==> src/rtl/sup_reset_gen.sv <==
module sup_reset_gen #(
  parameter int CYCLES_PER_MS = 50000,
  parameter bit ACTIVE_HIGH   = 1'b1
) (
  input  logic       clk,
  input  logic       rst_n,
  input  logic       uv_primary,
  input  logic       uv_secondary,
  input  logic [1:0] tmo_sel,
  output logic       sys_rst,
  output logic       sec_good
);
  localparam int MAXC = 800 * CYCLES_PER_MS;
  localparam int CW   = $clog2(MAXC + 1);

  function automatic logic [CW-1:0] limit_of(input logic [1:0] s);
    case (s)
      2'd0:    return CW'(50 * CYCLES_PER_MS);
      2'd1:    return CW'(200 * CYCLES_PER_MS);
      2'd2:    return CW'(400 * CYCLES_PER_MS);
      default: return CW'(800 * CYCLES_PER_MS);
    endcase
  endfunction

  logic          hold;
  logic [CW-1:0] cnt;
  logic [1:0]    sel_q;
  logic          first;
  logic [CW-1:0] lim;
  logic [CW-1:0] cnt_nx;

  assign first  = (cnt == '0);
  assign lim    = limit_of(first ? tmo_sel : sel_q);
  assign cnt_nx = cnt + CW'(1);

  always_ff @(posedge clk or negedge rst_n) begin
    if (!rst_n) begin
      hold  <= 1'b1;
      cnt   <= '0;
      sel_q <= 2'd0;
    end else if (uv_primary) begin
      hold <= 1'b1;
      cnt  <= '0;
    end else if (hold) begin
      if (first) sel_q <= tmo_sel;
      cnt <= cnt_nx;
      if (cnt_nx == lim) hold <= 1'b0;
    end
  end

  assign sys_rst  = ACTIVE_HIGH ? hold : ~hold;
  assign sec_good = ~uv_secondary;
endmodule

==> config.mk <==
export PLATFORM = sky130hd
export DESIGN_NAME = sup_reset_gen
export DESIGN_NICKNAME = d
export VERILOG_FILES = /design/src/rtl/sup_reset_gen.sv
export SDC_FILE = /design/constraint.sdc
export NUM_CORES = 1
export LEC_CHECK = 0
export BUFFER_PORTS_ARGS = -buffer_cell sky130_fd_sc_hd__buf_2
export CAP_MARGIN = 15
export CORE_ASPECT_RATIO = 1.25
export CORE_UTILIZATION = 40
export CTS_CLUSTER_DIAMETER = 80
export DETAILED_ROUTE_END_ITERATION = 12
export GPL_TIMING_DRIVEN = 0
export PLACE_DENSITY = 0.59
export SLEW_MARGIN = 20
export SYNTH_ARGS = -nofsm -noshare
export SYNTH_HDL_FRONTEND = slang
export SYNTH_SLANG_ARGS = --single-unit
==> constraint.sdc <==
create_clock -name clk -period 2.85 [get_ports clk]
set_input_delay 0.57 -clock clk [delete_from_list [all_inputs] [get_ports clk]]
set_output_delay 0.57 -clock clk [all_outputs]
set_load 0.01 [all_outputs]
# Word-level counts from Yosys, hierarchy flattened
# Cells that the tools add are included.
[totals]
regBits = 29
output_inout_bits = 2
in_bits = 6
elab_cells = 20
[op_classes]
reduce_logical = 4
add_sub_neg = 1
n_mux = 7
bitwise = 2
n_eq_ne = 3
[ops]
columns = ["operator", "n"]
rows = [
  ["26-bit case mux with 3 select lines", 1],
  ["26-bit two-way mux", 2],
  ["26-bit by 1-bit adder with 26-bit output (second input constant)", 1],
  ["26-bit == test", 1],
  ["26-bit logical NOT", 1],
  ["1-bit two-way mux", 3],
  ["2-bit by 1-bit == test with 1-bit output (second input constant)", 1],
  ["2-bit == test (second input constant)", 1],
  ["2-bit logical NOT", 1],
  ["2-bit two-way mux", 1],
  ["1-bit NOT", 2],
  ["2-bit AND reduction", 1],
  ["2-bit nonzero test", 1],
]

# Longest topological paths before layout
# Gate-level depths: netlist of run 1.
[logic_depth]
depth_word = 8
ltp_mapped = 14
ltp_nobuf = 14

# Worst setup path after synthesis of run 1
# No wires, ideal clock.
[synth_timing]
path_kind = "register to register"
from = "register cnt[7]"
to = "register hold (netlist: sys_rst)"
t_required_ns = 2.777
synth_period_minus_slack_ns = 2.833
arrival_ns = 2.760
stages_incl_launch_ff = 14
path_buffers = 1
slack_ns = 0.017
setup_ns = 0.073
cell_sequence = "dfrtp_1 > clkbuf_1 > nor4b_1 > nand4_1 > nor2_1 > mux2i_1 > inv_1 > ha_1 > xor2_1 > nor2_1 > and3_1 > o211ai_1 > and4b_1 > a21oi_1"
[synth_via]
elab_chain_cells = 8
elab_cells_between_ends = 11
classes_between = "1 x add/sub; 3 x eq/ne; 5 x mux; 2 x reduce/logical"
[synth_lines]
columns = ["item", "line", "rtl"]
rows = [
  ["start, declared", "26", "logic [CW-1:0] cnt;"],
  ["start signal, assigned", "46", "cnt <= cnt_nx;"],
  ["parallel branches: the longest is 4 deep, another holds 26-bit by 1-bit adder with 26-bit output", "--", ""],
  ["26-bit == test (*)", "47", "if (cnt_nx == lim) hold <= 1'b0;"],
  ["1-bit two-way mux (*)", "47", ""],
  ["1-bit two-way mux (*)", "44", "end else if (hold) begin"],
  ["1-bit two-way mux (*)", "41", "end else if (uv_primary) begin"],
  ["end signal, assigned", "38", "hold <= 1'b1;"],
  ["end signal, assigned", "42", "hold <= 1'b1;"],
  ["end signal, assigned", "47", ""],
  ["end, declared", "25", "logic hold;"],
]
# Mark *: on every way between the ends.
# A chain may end at the register's enable or synchronous reset.

# Worst setup path after layout of run 1
[layout_timing]
from = "register cnt[0]"
to = "register hold (netlist: sys_rst)"
# The elaborated chain is that of the path after synthesis.

==> flow_summary.json, run 1 <==
{
  "status": "complete, but fails checks",
  "violations": "negative setup slack",
  "worstReg2RegEnd": "sys_rst",
  "avgSynthCellArea_sq_um": 8.249,
  "fin_crit_sh_pct": 102.8,
  "period_minus_slack_ns": 2.930,
  "layout-drive-gt1-share_pct": 20.34,
  "dp_cells": 341,
  "async_reset_ff_share_pct": 100.0,
  "final-setup-viol-count": 1,
  "pre_cts_ws_ns": -0.5633,
  "p_leak_nw": 1.091,
  "fin_ws_ns": -0.07985,
  "place_congestion": 0.8775,
  "grt_pass1_vias": 1973,
  "synth_common_cells": "nor2_1 (46), dfrtp_1 (28), xnor2_1 (22), nand4_1 (18), nand2_1 (17)",
  "synth.top_cell.area_share_pct": 31.46,
  "diodes": 0,
  "synth_most_common_cell": "nor2_1",
  "report.final.slew_viol_count": 0,
  "rsz0062_at_grt": "yes",
  "synthCells": 270,
  "path_common_cell": "ha_4",
  "antenna_found_initial": 0,
  "busiest_layer": "met2",
  "regToRegSetupSlack_ns": -0.08,
  "grt_pass1_wl_microns": 9611,
  "grtUsageMet2_pct": 36.72,
  "met3_usage_pct": 3.763,
  "cpLargestDelayFamily": "simple AND/OR/NAND/NOR gates",
  "max_freq_ghz": 0.3413,
  "syn2layout_area_growth_pct": 20.67,
  "die-area_sq_um": 5872,
  "drt-wirelength-per-cell_microns": 15.82,
  "place.port_buffers": 7,
  "vdd_ir_drop_max_mv": 0.1914,
  "cts_root_buf": "clkbuf_8",
  "vias_per_cell": 5.585,
  "ys_types": 48,
  "synthTopCellsByArea": "dfrtp_1 (31%), xnor2_1 (8.7%), nor2_1 (7.8%)",
  "drt-initial-drc-count": 100,
  "cap_violations": 0,
  "detail-route-antenna-nets": 0,
  "cts_inserted_buffers": 5,
  "totalWireLength_microns": 5600,
  "relSlewSlack_pct": 55.29,
  "worst_ep_arrival_time_ns": 3.14,
  "tightestPinTransition_ns": 0.6646,
  "yosysTopAreaCell": "dfrtp_1",
  "cp.depth": 14,
  "fin_skew_ns": 0.01058,
  "hold_slack_ns": 0.3160,
  "rows": 30,
  "hold_viol_final": 0,
  "dr.pass1.iters": 4,
  "htree_levels": 2,
  "tns_ns": -0.07985,
  "syn_nets": 282,
  "path_cells": "inv_2, ha_4, nor4b_4, nand4_1, nor2_4, mux2_4, ha_4, xnor2_4, xor2_1, nor2_1, and3_1, o211ai_1, and4b_1, a21oi_2",
  "die_y_microns": 85.43,
  "syn_area_sq_um": 2227,
  "dp_hpwl_microns": 3884,
  "path_class": "flip-flop to flip-flop",
  "critPathSlowestCell": "dfrtp_2",
  "route.detailed.drc": 0,
  "hp-class": "input pin to async pin",
  "grt_start_max_net_pins": 30,
  "cts_sinks": 29,
  "vias": 1977,
  "clock_path_buffers": 2,
  "synth-edff-count": 0,
  "finalNetCount": 301,
  "critPathLaunchType": "flip-flop",
  "clk_latency_ns": 0.29,
  "dieWidth_microns": 68.74,
  "boundaryPins": 8,
  "cts_tree": "yes",
  "grt_usage_pct": 21.99,
  "cp.required_ns": 3.06,
  "ys_ff_latch": 29,
  "gr-total-overflow": 0,
  "crit_path_end_kind": "flip-flop",
  "crit_buf_inv": 1,
  "cpPeakStageDelay_ns": 0.42,
  "clk_pin_slew_ns": 0.07,
  "use_met1_pct": 27.78,
  "ctsHoldBuffers": 0,
  "seq_area_frac_synth_pct": 32.64,
  "final_cells": 354,
  "coreArea_sq_um": 5405,
  "p_per_area_nw_per_um2": 437.7,
  "ys_warn_count": 0,
  "start_util_pct": 41.20,
  "ys.flop_type": "dfrtp_1",
  "rr_worst_depth": 14,
  "total_power_mw": 1.176,
  "reg2reg_from": "cnt[0]",
  "crit_fanout": 3
}
## worst max path at each step
stage | from | endpoint | slack (ns)
after floorplan | cnt[7] | sys_rst | 0.02
after global placement | cnt[0] | sys_rst | -0.54
after detailed placement | cnt[0] | sys_rst | -0.56
after CTS | cnt[0] | sys_rst | -0.11
after global routing | cnt[0] | sys_rst | -0.22
final | cnt[0] | sys_rst | -0.08
## cells in the final DEF, fill, tap and decap left out, drive strengths merged, types with 2 or more instances in the layout
master,Yosys,final
a2111oi,2,2
bufinv,0,2
or3,3,3
xnor2,22,22
inv,7,7
a21oi,3,3
nor2,46,46
and2,5,5
nand4,19,19
clkbuf,14,16
ha,6,6
o21ai,5,5
nand2,17,17
nor4,9,9
nor2b,2,2
nor3,6,6
nor4b,2,2
buf,9,24
and4,3,3
a211oi,3,3
mux2i,7,7
and3,5,5
nand3,13,13
dfrtp,28,28
xor2,16,16
## power by group
part / total [mW] / switching (mW) / internal [mW] / leakage, nW
clock: 0.516 / 0.169 / 0.347 / 0.0681
combinational: 0.233 / 0.117 / 0.116 / 0.631
sequential: 0.428 / 0.00683 / 0.421 / 0.392
total: 1.18 / 0.292 / 0.884 / 1.09
## layer usage
layer  vias up  share of wire, %
met3         8               2.9
met4         0               1.7
met5         -                 0
met1       946                45
met2        43                51
li1        980                 -
## sequential cells by signal (all words and copies together), names as in the netlist
register and cells:
cnt 26, sel_q 2, sys_rst 1
## cell families (layout without fill, tap and decap cells)
| kind of cell | Yosys count | after routing | share of synthesized area (%) |
|---|---|---|---|
| AOI/OAI and AO/OA | 24 | 24 | 8.034 |
| buffers and inverters | 30 | 50 | 6.124 |
| DFF | 29 | 29 | 32.64 |
| muxes | 8 | 8 | 3.652 |
| adders and majority gates | 6 | 6 | 3.371 |
| xor gates and xnor gates | 38 | 38 | 14.94 |
| and+or+nand+nor | 135 | 135 | 31.24 |
## layout make-up
cell class | instances | area, sq um
buffer | 20 | 102.6
clock buffer | 5 | 68.82
clock inverter | 3 | 65.06
fill | 536 | 2718
inverter | 7 | 26.28
multi-input combinational | 211 | 1515
sequential | 29 | 730.7
tap | 64 | 80.08
timing repair buffer | 15 | 98.84
## stage by stage
stage          utilization, %  area (sq um)
5_1_grt                 49.72          2688
2_1_floorplan               -          2227
4_1_cts                 49.05          2651
6_report                49.72          2688
3_3_place_gp            43.33          2342
3_5_place_dp            43.33          2342
## what timing repair did
item | in CTS | in global routing
pin swaps | 10 | 9
buffers inserted | 8 | 0
gates resized for setup | 24 | 7
cloned | 0 | 0
endpoints found under the setup margin | 1 | 1
Note: power is estimated with default switching activity, not from simulation.
==> run 2: changes to the inputs <==
--- a/config.mk
+++ b/config.mk
@@ -12,7 +12,7 @@
 export CTS_CLUSTER_DIAMETER = 80
 export DETAILED_ROUTE_END_ITERATION = 12
 export GPL_TIMING_DRIVEN = 0
-export PLACE_DENSITY = 0.59
+export PLACE_DENSITY_LB_ADDON = 0.05
 export SLEW_MARGIN = 20
 export SYNTH_ARGS = -nofsm -noshare
 export SYNTH_HDL_FRONTEND = slang
==> flow_summary.json, run 2 (synthesis results as in run 1) <==
{
  "n_fill_cell": 551,
  "cap_violations": 0,
  "vias": 1956,
  "final_cell_mix": "nor2_1 (45), dfrtp_1 (26), xnor2_1 (21)",
  "clk_pin_slew_ns": 0.07,
  "vdd_ir_drop_max_mv": 0.1788,
  "grtUsageMet2_pct": 35.47,
  "violations": "negative setup slack",
  "final_common_cell": "nor2_1",
  "start_util_pct": 41.20,
  "grt_pass1_vias": 1839,
  "relSlewSlack_pct": 48.83,
  "htree_levels": 2,
  "boundaryPins": 8,
  "largest_reg_flops": 26,
  "clk_latency_ns": 0.28,
  "cp.required_ns": 3.07,
  "rsz0062_at_grt": "yes",
  "busiest_layer": "met2",
  "detail-route-antenna-nets": 0,
  "route.detailed.drc": 0,
  "grt_pass1_wl_microns": 9190,
  "path_class": "flip-flop to flip-flop",
  "dieWidth_microns": 68.74,
  "dp_cells": 341,
  "tightestPinTransition_ns": 0.7606,
  "dr.pass1.iters": 4,
  "hold_slack_ns": 0.3266,
  "period_minus_slack_ns": 2.919,
  "vias_per_cell": 5.510,
  "coreArea_sq_um": 5405,
  "crit_path_end_kind": "flip-flop",
  "met3_usage_pct": 4.167,
  "cts_root_buf": "clkbuf_8",
  "die_y_microns": 85.43,
  "final_cells": 355,
  "crit_fanout": 10,
  "p_leak_nw": 1.061,
  "use_met1_pct": 27.40,
  "cts_inserted_buffers": 5,
  "cts_sinks": 29,
  "place.port_buffers": 7,
  "hold_viol_final": 0,
  "status": "complete, but fails checks",
  "clock_path_buffers": 2,
  "critPathLaunchType": "flip-flop",
  "regMostFlops": "cnt",
  "drt-initial-drc-count": 114,
  "p_per_area_nw_per_um2": 391.8,
  "gr-total-overflow": 0,
  "hp-class": "input pin to async pin",
  "grt_usage_pct": 21.50,
  "rows": 30,
  "report.final.slew_viol_count": 0,
  "die-area_sq_um": 5872,
  "ctsHoldBuffers": 0,
  "max_freq_ghz": 0.3426,
  "fin_ws_ns": -0.06869,
  "grt_start_max_net_pins": 30,
  "fin_crit_sh_pct": 102.4,
  "drt-wirelength-per-cell_microns": 16.50,
  "layout-drive-gt1-share_pct": 19.24,
  "dp_hpwl_microns": 4101,
  "diodes": 0,
  "antenna_found_initial": 0,
  "totalWireLength_microns": 5858,
  "finalNetCount": 302,
  "cts_tree": "yes",
  "worst_ep_arrival_time_ns": 3.14,
  "syn2layout_area_growth_pct": 18.43,
  "final-setup-viol-count": 1,
  "place_congestion": 0.8174,
  "fin_skew_ns": 0.004040
}
run 2: worst paths after layout:
| check | start | end | slack [ns] | depth (start not counted) |
|---|---|---|---|---|
| max | cnt[11] | sys_rst | -0.07 | 13 |
| min | rst_n | cnt[20] | 0.33 | 1 |
| max reg2reg | cnt[11] | sys_rst | -0.07 | 13 |
| min reg2reg | sel_q[0] | sel_q[0] | 0.48 | 2 |
| max in group asynchronous | rst_n | cnt[7] | 2.03 | 1 |
| min in group clk | sel_q[0] | sel_q[0] | 0.48 | 2 |
run 2: power by group:
group / internal, mW / switching (mW) / leakage, nW
Sequential: 0.421 / 0.00651 / 0.393
Clock: 0.218 / 0.164 / 0.0542
Combinational: 0.108 / 0.115 / 0.613
run 2: critical path, cell delays in order, from the launching register on:
cell	delay (ns)
dfrtp_1	0.36
buf_2	0.19
nor4_2	0.25
nand4_1	0.20
nor2_4	0.21
mux2_4	0.36
ha_4	0.20
xnor2_4	0.15
xor2_1	0.16
nor2_1	0.05
and3_1	0.17
o211ai_1	0.20
and4b_1	0.24
a21oi_2	0.11
run 2: layer usage:
layer | share of wire, % | vias to the layer above
met5 | 0 | -
met4 | 1.8 | 0
met3 | 3.1 | 8
met2 | 50 | 27
met1 | 46 | 942
li1 | - | 979
run 2: layout make-up:
| class | instances | area, sq um | share of cell area [%] |
|---|---|---|---|
| timing repair buffer | 14 | 87.58 | 3.321 |
| tap | 64 | 80.08 | 3.036 |
| sequential | 29 | 729.5 | 27.66 |
| multi-input combinational | 211 | 1506 | 57.12 |
| clock inverter | 1 | 5.005 | 0.1898 |
| clock buffer | 7 | 96.34 | 3.653 |
| inverter | 7 | 26.28 | 0.9962 |
| buffer | 22 | 106.4 | 4.032 |
run 2: repair_timing:
item | in CTS | in global routing
pin swaps | 8 | 4
setup endpoints to repair | 1 | 1
resized for setup | 19 | 8
setup buffers | 4 | 3
run 2: per-stage QoR:
step           total power [mW]  util, %  setup WS [ns]  area, sq um  setup TNS [ns]
6_report                  1.033    48.80       -0.06869         2638        -0.06869
3_3_place_gp             0.5850    43.33        -0.6372         2342         -0.6372
4_1_cts                   1.033    47.55        -0.1127         2570         -0.1127
5_1_grt                   1.092    48.80        -0.2175         2638         -0.2175
3_5_place_dp             0.5856    43.33        -0.6392         2342         -0.6392
2_1_floorplan            0.5384        -        0.01699         2227               0
